## src/rtl/spi_slv_pkg.sv

```systemverilog
package spi_slv_pkg;

  // One system-clock view of the synchronised serial pins.
  typedef struct packed {
    logic sel;    // select asserted (active high after inversion)
    logic mosi;   // synchronised master-out data
    logic lead;   // clock left its idle level this cycle
    logic trail;  // clock returned to its idle level this cycle
  } spi_evt_t;

  localparam int unsigned SPI_SYNC_MIN = 2;

endpackage

```

## src/rtl/spi_in_sync.sv

```systemverilog
module spi_in_sync
  import spi_slv_pkg::*;
#(
  parameter int unsigned STAGES = 2
) (
  input  logic     clk,
  input  logic     rst_n,
  input  logic     cpol,
  input  logic     sclk_raw,
  input  logic     ssel_n_raw,
  input  logic     mosi_raw,
  output spi_evt_t evt
);

  localparam int unsigned NST = (STAGES < SPI_SYNC_MIN) ? SPI_SYNC_MIN : STAGES;

  logic [NST-1:0] sck_q;
  logic [NST-1:0] ssn_q;
  logic [NST-1:0] mo_q;
  logic           norm_prev;
  logic           norm_now;

  // Capture stage.
  always_ff @(posedge clk or negedge rst_n) begin
    if (!rst_n) begin
      sck_q[0] <= 1'b0;
      ssn_q[0] <= 1'b1;
      mo_q[0]  <= 1'b0;
    end else begin
      sck_q[0] <= sclk_raw;
      ssn_q[0] <= ssel_n_raw;
      mo_q[0]  <= mosi_raw;
    end
  end

  // Remaining metastability stages.
  for (genvar g = 1; g < NST; g++) begin : g_stage
    always_ff @(posedge clk or negedge rst_n) begin
      if (!rst_n) begin
        sck_q[g] <= 1'b0;
        ssn_q[g] <= 1'b1;
        mo_q[g]  <= 1'b0;
      end else begin
        sck_q[g] <= sck_q[g-1];
        ssn_q[g] <= ssn_q[g-1];
        mo_q[g]  <= mo_q[g-1];
      end
    end
  end

  // Clock normalised so that 0 is the idle level.
  assign norm_now = sck_q[NST-1] ^ cpol;

  always_ff @(posedge clk or negedge rst_n) begin
    if (!rst_n) norm_prev <= 1'b0;
    else        norm_prev <= norm_now;
  end

  always_comb begin
    evt.sel   = ~ssn_q[NST-1];
    evt.mosi  = mo_q[NST-1];
    evt.lead  = norm_now & ~norm_prev;
    evt.trail = ~norm_now & norm_prev;
  end

endmodule

```

## src/rtl/spi_tx_hold.sv

```systemverilog
module spi_tx_hold #(
  parameter int unsigned         W    = 8,
  parameter logic [W-1:0]        FILL = '0
) (
  input  logic         clk,
  input  logic         rst_n,
  input  logic [W-1:0] tx_data,
  input  logic         tx_valid,
  output logic         tx_ready,
  input  logic         take,
  output logic [W-1:0] frame_byte,
  output logic         underrun
);

  logic         full_q;
  logic [W-1:0] hold_q;
  logic [W-1:0] last_q;
  logic         accept;

  assign tx_ready   = ~full_q;
  assign accept     = tx_valid & ~full_q;
  assign frame_byte = full_q ? hold_q : last_q;

  always_ff @(posedge clk or negedge rst_n) begin
    if (!rst_n) begin
      full_q   <= 1'b0;
      hold_q   <= FILL;
      last_q   <= FILL;
      underrun <= 1'b0;
    end else begin
      if (accept) hold_q <= tx_data;
      full_q <= accept | (full_q & ~take);
      if (take && full_q) last_q <= hold_q;
      // A frame start on an empty register wins over a same-cycle load.
      if (take && !full_q) underrun <= 1'b1;
      else if (accept)     underrun <= 1'b0;
    end
  end

endmodule

```

## src/rtl/spi_bit_engine.sv

```systemverilog
module spi_bit_engine
  import spi_slv_pkg::*;
#(
  parameter int unsigned W = 8
) (
  input  logic         clk,
  input  logic         rst_n,
  input  logic         lsb_first,
  input  spi_evt_t     evt,
  input  logic [W-1:0] frame_byte,
  output logic         take,
  output logic         miso,
  output logic [W-1:0] rx_data,
  output logic         rx_valid
);

  localparam int unsigned   CW    = (W > 1) ? $clog2(W) : 1;
  localparam logic [CW-1:0] LASTC = CW'(W - 1);

  logic          in_frame;
  logic [CW-1:0] cnt;
  logic [W-1:0]  cur;
  logic [W-1:0]  rx_sr;
  logic [W-1:0]  rx_next;

  // Bit lane used at a given step of the frame.
  function automatic logic [CW-1:0] lane(input logic [CW-1:0] step, input logic lsb);
    lane = lsb ? step : (LASTC - step);
  endfunction

  assign take    = evt.sel & evt.lead & ~in_frame;
  assign rx_next = lsb_first ? {evt.mosi, rx_sr[W-1:1]} : {rx_sr[W-2:0], evt.mosi};

  always_ff @(posedge clk or negedge rst_n) begin
    if (!rst_n) begin
      in_frame <= 1'b0;
      cnt      <= '0;
      cur      <= '0;
      rx_sr    <= '0;
      miso     <= 1'b0;
      rx_data  <= '0;
      rx_valid <= 1'b0;
    end else begin
      rx_valid <= 1'b0;
      if (!evt.sel) begin
        in_frame <= 1'b0;
        cnt      <= '0;
      end else begin
        if (evt.lead) begin
          if (!in_frame) begin
            cur      <= frame_byte;
            miso     <= frame_byte[lane('0, lsb_first)];
            in_frame <= 1'b1;
          end else begin
            miso <= cur[lane(cnt, lsb_first)];
          end
        end
        if (evt.trail && in_frame) begin
          rx_sr <= rx_next;
          if (cnt == LASTC) begin
            cnt      <= '0;
            in_frame <= 1'b0;
            rx_data  <= rx_next;
            rx_valid <= 1'b1;
          end else begin
            cnt <= cnt + 1'b1;
          end
        end
      end
    end
  end

endmodule

```

## src/rtl/spi_slave_frame.sv

```systemverilog
module spi_slave_frame
  import spi_slv_pkg::*;
#(
  parameter int unsigned       DATA_W      = 8,
  parameter int unsigned       SYNC_STAGES = 2,
  parameter logic [DATA_W-1:0] TX_FILL     = '0
) (
  input  logic              clk,
  input  logic              rst_n,
  input  logic              cfg_cpol,
  input  logic              cfg_lsb_first,
  input  logic              spi_sclk,
  input  logic              spi_ssel_n,
  input  logic              spi_mosi,
  output logic              spi_miso,
  output logic              spi_miso_oe,
  input  logic [DATA_W-1:0] tx_data,
  input  logic              tx_valid,
  output logic              tx_ready,
  output logic              tx_underrun,
  output logic [DATA_W-1:0] rx_data,
  output logic              rx_valid
);

  spi_evt_t          evt;
  logic              take;
  logic [DATA_W-1:0] frame_byte;

  spi_in_sync #(.STAGES(SYNC_STAGES)) u_sync (
    .clk        (clk),
    .rst_n      (rst_n),
    .cpol       (cfg_cpol),
    .sclk_raw   (spi_sclk),
    .ssel_n_raw (spi_ssel_n),
    .mosi_raw   (spi_mosi),
    .evt        (evt)
  );

  spi_tx_hold #(.W(DATA_W), .FILL(TX_FILL)) u_hold (
    .clk        (clk),
    .rst_n      (rst_n),
    .tx_data    (tx_data),
    .tx_valid   (tx_valid),
    .tx_ready   (tx_ready),
    .take       (take),
    .frame_byte (frame_byte),
    .underrun   (tx_underrun)
  );

  spi_bit_engine #(.W(DATA_W)) u_engine (
    .clk        (clk),
    .rst_n      (rst_n),
    .lsb_first  (cfg_lsb_first),
    .evt        (evt),
    .frame_byte (frame_byte),
    .take       (take),
    .miso       (spi_miso),
    .rx_data    (rx_data),
    .rx_valid   (rx_valid)
  );

  assign spi_miso_oe = evt.sel;

endmodule

```

## config.mk

```make
export PLATFORM = sky130hd
export DESIGN_NAME = spi_slave_frame
export DESIGN_NICKNAME = d
export VERILOG_FILES = /design/src/rtl/spi_slv_pkg.sv /design/src/rtl/spi_in_sync.sv /design/src/rtl/spi_tx_hold.sv /design/src/rtl/spi_bit_engine.sv /design/src/rtl/spi_slave_frame.sv
export SDC_FILE = /design/constraint.sdc
export NUM_CORES = 1
export LEC_CHECK = 0
export BUFFER_PORTS_ARGS = -buffer_cell sky130_fd_sc_hd__buf_2
export CORE_MARGIN = 4
export CORE_UTILIZATION = 51
export DETAILED_ROUTE_END_ITERATION = 8
export PLACE_DENSITY_LB_ADDON = 0.25
export RECOVER_POWER = 50
export SLEW_MARGIN = 20
export SYNTH_ARGS = -nofsm -noshare
export SYNTH_HDL_FRONTEND = slang
export SYNTH_SLANG_ARGS = --single-unit
```

## constraint.sdc

```tcl
create_clock -name clk -period 1.6 [get_ports clk]
set_input_delay 0.32 -clock clk [delete_from_list [all_inputs] [get_ports clk]]
set_output_delay 0.32 -clock clk [all_outputs]
set_load 0.02 [all_outputs]
```

# Word level (Yosys, flattened, before mapping)
# Index checks and enable logic that the tools add are counted.
# op_classes
n_addsub	2
n_lt_le_gt_ge	2
eq_ne	1
n_mux	21
n_bitwise	14
reduce_logical	10
# ops
cell	count
$mux W8	2
$mux W3	5
$mux W1	12
$lt A3 B4 Y1 const B	2
$and A1 B1 Y1	6
$bmux W1 S3	2
$not A1 Y1	6
$reduce_and A3 Y1	2
$reduce_and A2 Y1	2
$reduce_bool A2 Y1	2
$add A3 B1 Y3 const B	1
$eq A3 B3 Y1 const B	1
$logic_and A1 B1 Y1	3
$sub A3 B3 Y3 const A	1
$logic_not A1 Y1	1
$or A1 B1 Y1	1
$xor A1 B1 Y1	1
# totals
reg_bits	55
input_bits	16
elab_cells	68

# Depth between registers and ports, before layout
# depth
word_depth	7
mapped_depth	7
ltp_nobuf	5

# By module
# Synthesis repeated with hierarchy kept, for this count alone.
# unflattened
hier_cells	199
area_unflattened_um2	2493.6
# modules_own_cells
module	n_inst	cells_each	area_each_um2
spi_bit_engine	1	135	1475.2
spi_tx_hold	1	51	807.0
spi_in_sync	1	13	211.5

# Worst setup path before layout
# Ideal clock, no wire load.
# synth_path
kind	reg2reg
start	register u_sync.sck_q[1]
end	register u_engine.rx_data[0]
setup_ns	0.125
arrival_time_ns	1.564
required_ns	1.475
path_slack_ns	-0.089
stages_incl_launch_ff	7
n_path_buf	1
period_less_slack_ns	1.689
path_cell_list	dfrtp_1 xnor2_2 nand3_2 nor2_2 and3_1 buf_6 mux2_2
# synth_between
elab_chain_cells	5
# synth_lines
element	line_no	text
start, declared	spi_in_sync.sv:17	logic [NST-1:0] sck_q;
start signal, assigned by index	spi_in_sync.sv:44	sck_q[g] <= sck_q[g-1];
$xor A1 B1 Y1	spi_in_sync.sv:52	assign norm_now = sck_q[NST-1] ^ cpol;
$not A1 Y1	spi_in_sync.sv:63	evt.trail = ~norm_now & norm_prev;
$and A1 B1 Y1	spi_in_sync.sv:63	
$logic_and A1 B1 Y1	spi_bit_engine.sv:58	if (evt.trail && in_frame) begin
$reduce_and A3 Y1 (no line)	--	
end signal, assigned	spi_bit_engine.sv:63	rx_data <= rx_next;
end, declared	spi_bit_engine.sv:13	output logic [W-1:0] rx_data,
# Every way passes these cells.
# A chain may end at the register's enable or synchronous reset.

# Final worst setup path
# layout_path
start	register u_sync.sck_q[1]
end	register u_hold.last_q[1]
# layout_between
elab_chain_cells	5
# layout_lines
element	line_no	text
$xor A1 B1 Y1	spi_in_sync.sv:52	
$and A1 B1 Y1	spi_in_sync.sv:62	evt.lead = norm_now & ~norm_prev;
$and A1 B1 Y1 (2 in series)	spi_bit_engine.sv:31	assign take = evt.sel & evt.lead & ~in_frame;
$logic_and A1 B1 Y1	spi_tx_hold.sv:33	if (take && full_q) last_q <= hold_q;
end signal, assigned	spi_tx_hold.sv:33	
end, declared	spi_tx_hold.sv:17	logic [W-1:0] last_q;
# Every way passes these cells.

==> metrics.log <==
[metrics] clock latency at the later pin of the worst-skew pair: approximately 310 ps
[metrics] worst slew slack as a fraction of its limit: a little over an eighth
[metrics] average cell area after synthesis: 12.90 um2
[metrics] wire length of the first global-routing pass: roughly 7.3 mm
[metrics] number of maximum-capacitance violations: 0
[metrics] number of hold buffers added after cts: 0
[metrics] fraction of final layout cells sized beyond drive strength 1: a little over two fifths
[metrics] total routing resource utilization after global routing: between 10% and 20%
[metrics] TritonCTS clock tree: yes
[metrics] Final Wtd Congestion: between 0.8 and 0.9
[metrics] sinks on the clock net: 55
[metrics] post-synthesis adder-cell area fraction: approximately 1.0%
[metrics] delay of the slowest cell on the worst path: 430 ps
[metrics] vias after detailed routing: around 1500
[metrics] leading post-synthesis cells by cell area: dfrtp_1 54%, mux2_2 18%, mux2i_1 5.7%
[metrics] number of failing hold endpoints at the final stage: 0
[metrics] Worst Hold Class: in2reg
[metrics] antenna diode count: 0
[metrics] largest family of logic cells by synthesized area: multiplexers
[metrics] signed area change from the synthesized netlist to the final layout: 16.47%
[metrics] busiest layer in global routing: met2
[metrics] setup repair after global routing missed its margin: true
[metrics] maximum clock frequency: about 0.63 GHz
[metrics] net count after synthesis: between 200 and 250
[metrics] worst setup path category: reg2reg
[metrics] instance area at placement: about 2700 um2
[metrics] compound-gate portion of the synthesized area: between 5 and 6%
[metrics] vertical extent of the die: around 77 um
[metrics] detailed-route wire length per cell: 15.29 um
[metrics] number of placement rows: 24
[metrics] final setup violating endpoints: 0
[metrics] met3 Resource Use GR: 3.864%
[metrics] final critical path time including I/O delays and setup: about 1600 ps
[metrics] total of fill cells in the finished design: about 360
[metrics] crit end category: flop
[metrics] required time of the worst setup path: between 1500 and 2000 ps
[metrics] Distinct cells, synth: 34
[metrics] number of nets in the layout: ~250
[metrics] Final Routed Wirelength: 4.296 mm
[metrics] number of warnings reported in the yosys synthesis log: 0
[metrics] Bufs on Longest Clock Path: 2
[metrics] sequential cell area fraction in the yosys report: 56.54%
[metrics] port buffer count: 28
[metrics] data arrival at the endpoint of the critical path: 1780 ps
[metrics] DRC violations left: 0
[metrics] total power density per cell area: ~1300 nW/um2
[metrics] number of design-rule violations left by the first detailed-router iteration: slightly below 80
[metrics] fraction of post-synthesis cell area in the top cell type by area: 54.39%
[metrics] floorplan die area: 5952 um2
[metrics] largest area contributor in the synthesized netlist: dfrtp_1
[metrics] via density per instance: about 5.5
[metrics] Lkg Pwr: around 1.4 nW
[metrics] CTS H-tree lvls: 2
[metrics] crit start category: flop
[metrics] grt met2 use: approximately a quarter
[metrics] share of the clock period used by the worst path: around 99%
[metrics] most numerous cell on the critical path: buf_4
[metrics] maximum number of pins on one net before global-route repair: 56
[metrics] result of the run: complete, no violations
[metrics] Total Power: ~3.6 mW
[metrics] number of antenna violations at the first check in global routing: 0
[metrics] via count of the first global-routing pass: 1600
[metrics] Non-Filler Cell Area, Final: around 2800 um2
[metrics] Slew Limit Fails: 0
[metrics] core region area: roughly 4500 um2
[metrics] Clock Pin Slew Worst Setup and Hold Paths: approximately 80 ps
[metrics] Post-DRT Antenna Nets: 0
[metrics] remaining global-route overflow: 0
[metrics] Post-Synthesis Cell Area: ~2400 um2
[metrics] Simple-Gate Fraction of Synth Area: 8.004%
[metrics] mux contribution to synthesized area: ~25%
[metrics] cell breakdown of the critical path: xnor2_4 -> buf_4 -> nor4_4 -> buf_4 -> nand2_2 -> mux2_2
[metrics] number of register bits inferred by synthesis: between 50 and 60
[metrics] global-route track usage on met1: approximately a fifth
[metrics] post-synthesis share of cell area spent on xor and xnor gates: under 10%
[metrics] critical path fanouts, max: 5
[metrics] worst-case vdd ir drop: between 0.0009 and 0.001 V
[metrics] post-synthesis cell count: between 150 and 200
[metrics] clock tree root buffer cell: clkbuf_8
[metrics] first-pass iteration count of the detailed router: 4
[metrics] half-perimeter wire length after placement: roughly 3.1 mm
[metrics] die span in x: a little under 80 um
[metrics] transition time of the tightest slew-check pin: 1302 ps
[metrics] initial standard-cell utilization of the core: a little over half
[metrics] number of buffers added by the clock tree synthesis step: 5
[metrics] top-level port count: 29
[metrics] slowest stage cell on the critical path: dfrtp_1
[metrics] clk_skew: 9.995 ps
==> layout make-up <==
cell class / count / area (um2) / area share (%)
Timing Repair Buffer: 42 / 246.5 / 8.678
Multi-Input combinational cell: 119 / 1039 / 36.56
Tap cell: 52 / 65.06 / 2.291
Inverter: 6 / 22.52 / 0.7930
Clock inverter: 1 / 5.005 / 0.1762
Clock buffer: 6 / 82.58 / 2.907
Sequential cell: 55 / 1380 / 48.59
==> cells in the mapped netlist, drive strengths merged <==
cell and instances:
a21oi 11, a221o 1, a22oi 1, a311oi 2, a31oi 1, and2 1
and3 1, buf 4, clkbuf 6, dfrtp 53, dfstp 2, ha 2
inv 6, mux2 39, mux2i 14, mux4 1, nand2 7, nand2b 1
nand3 2, nand3b 2, nor2 19, nor2b 2, nor3 1, nor4 1
o21a 1, o21ai 4, o221ai 1, o2bb2ai 1, xnor2 2
==> final timing paths <==
| path | startpoint | to | slack, ps | depth (start not counted) |
|---|---|---|---|---|
| worst max-delay path | u_sync.sck_q[1]$_DFF_PN0_ | u_hold.last_q[1]$_DFFE_PN0P_ | 9 | 6 |
| worst min-delay path | spi_ssel_n | u_sync.ssn_q[0]$_DFF_PN1_ | 110 | 1 |
| worst max register to register | u_sync.sck_q[1]$_DFF_PN0_ | u_hold.last_q[1]$_DFFE_PN0P_ | 9 | 6 |
| worst min register to register | u_sync.mo_q[0]$_DFF_PN0_ | u_sync.evt[2]$_DFF_PN0_ | 350 | 0 |
| max in group asynchronous | rst_n | u_hold.full_q$_DFF_PN0_ | 340 | 2 |
| min in group asynchronous | rst_n | u_engine.rx_sr[4]$_DFFE_PN0P_ | 390 | 2 |
==> where the power goes <==
part	leakage (nW)	switching, mW	internal, mW
Combinational	0.656	0.355	0.457
Clock	0.0470	0.407	0.340
Sequential	0.674	0.266	1.76
Total	1.38	1.03	2.55
==> logic make-up after synthesis <==
| group | Yosys count |
|---|---|
| flops | 55 |
| mux | 54 |
| simple gates | 37 |
| compound gates | 23 |
| buf+inv | 16 |
| xor+xnor | 2 |
| fa+ha+maj | 2 |
==> layer usage <==
| metal | vias to the layer above | share of wire [%] |
|---|---|---|
| li1 | 739 | - |
| met1 | 771 | 46 |
| met2 | 23 | 49 |
| met3 | 8 | 3.0 |
| met4 | 0 | 1.9 |
| met5 | - | 0 |
==> per-stage QoR <==
stage	utilization [%]	TNS [ps]	worst slack [ps]	std cells	hold WS, ps
after floorplan	-	-154.6	-22.08	189	24.41
after CTS	62.33	0	7.248	278	8.181
after detailed placement	60.31	-342.1	-55.15	271	334.8
after global placement	60.31	-178.4	-26.18	271	331.0
after global routing	63.06	-565.1	-53.13	281	92.78
final	63.06	0	8.596	281	108.4
==> what timing repair did <==
action	4_1_cts	5_1_grt
pin swaps	0	2
buffers inserted	0	3
endpoints found under the setup margin	5	16
gates resized for setup	1	8
cloned	0	1
==> worst max-delay path, delay by kind of cell (launching register included) <==
family,cells,cell delay (ps)
flip-flops,1,430
buffers and inverters,2,340
multiplexers,1,340
XOR/XNOR,1,210
AND/OR/NAND/NOR,2,160
==> placed cells by master (no fill, tap or decap), drive strengths merged, types with 4 or more instances in the layout <==
master and n:
buf 41, inv 6, a21oi 11, nor2 19, mux2 39, nand2 8, dfrtp 53, clkbuf 7
o21ai 4, mux2i 14
==> sequential cells by signal, summed over array words and instances (netlist names) <==
name / cells
u_engine.rx_sr: 8
u_sync.ssn_q: 2
u_engine.rx_valid: 1
u_engine.in_frame: 1
u_engine.cur: 8
u_engine.rx_data: 8
u_sync.norm_prev: 1
u_engine.cnt: 3
u_sync.sck_q: 2
u_hold.full_q: 1
u_sync.mo_q: 1
u_hold.underrun: 1
u_sync.evt: 1
u_engine.miso: 1
u_hold.last_q: 8
u_hold.hold_q: 8
Note: power is estimated with default switching activity, not from simulation.
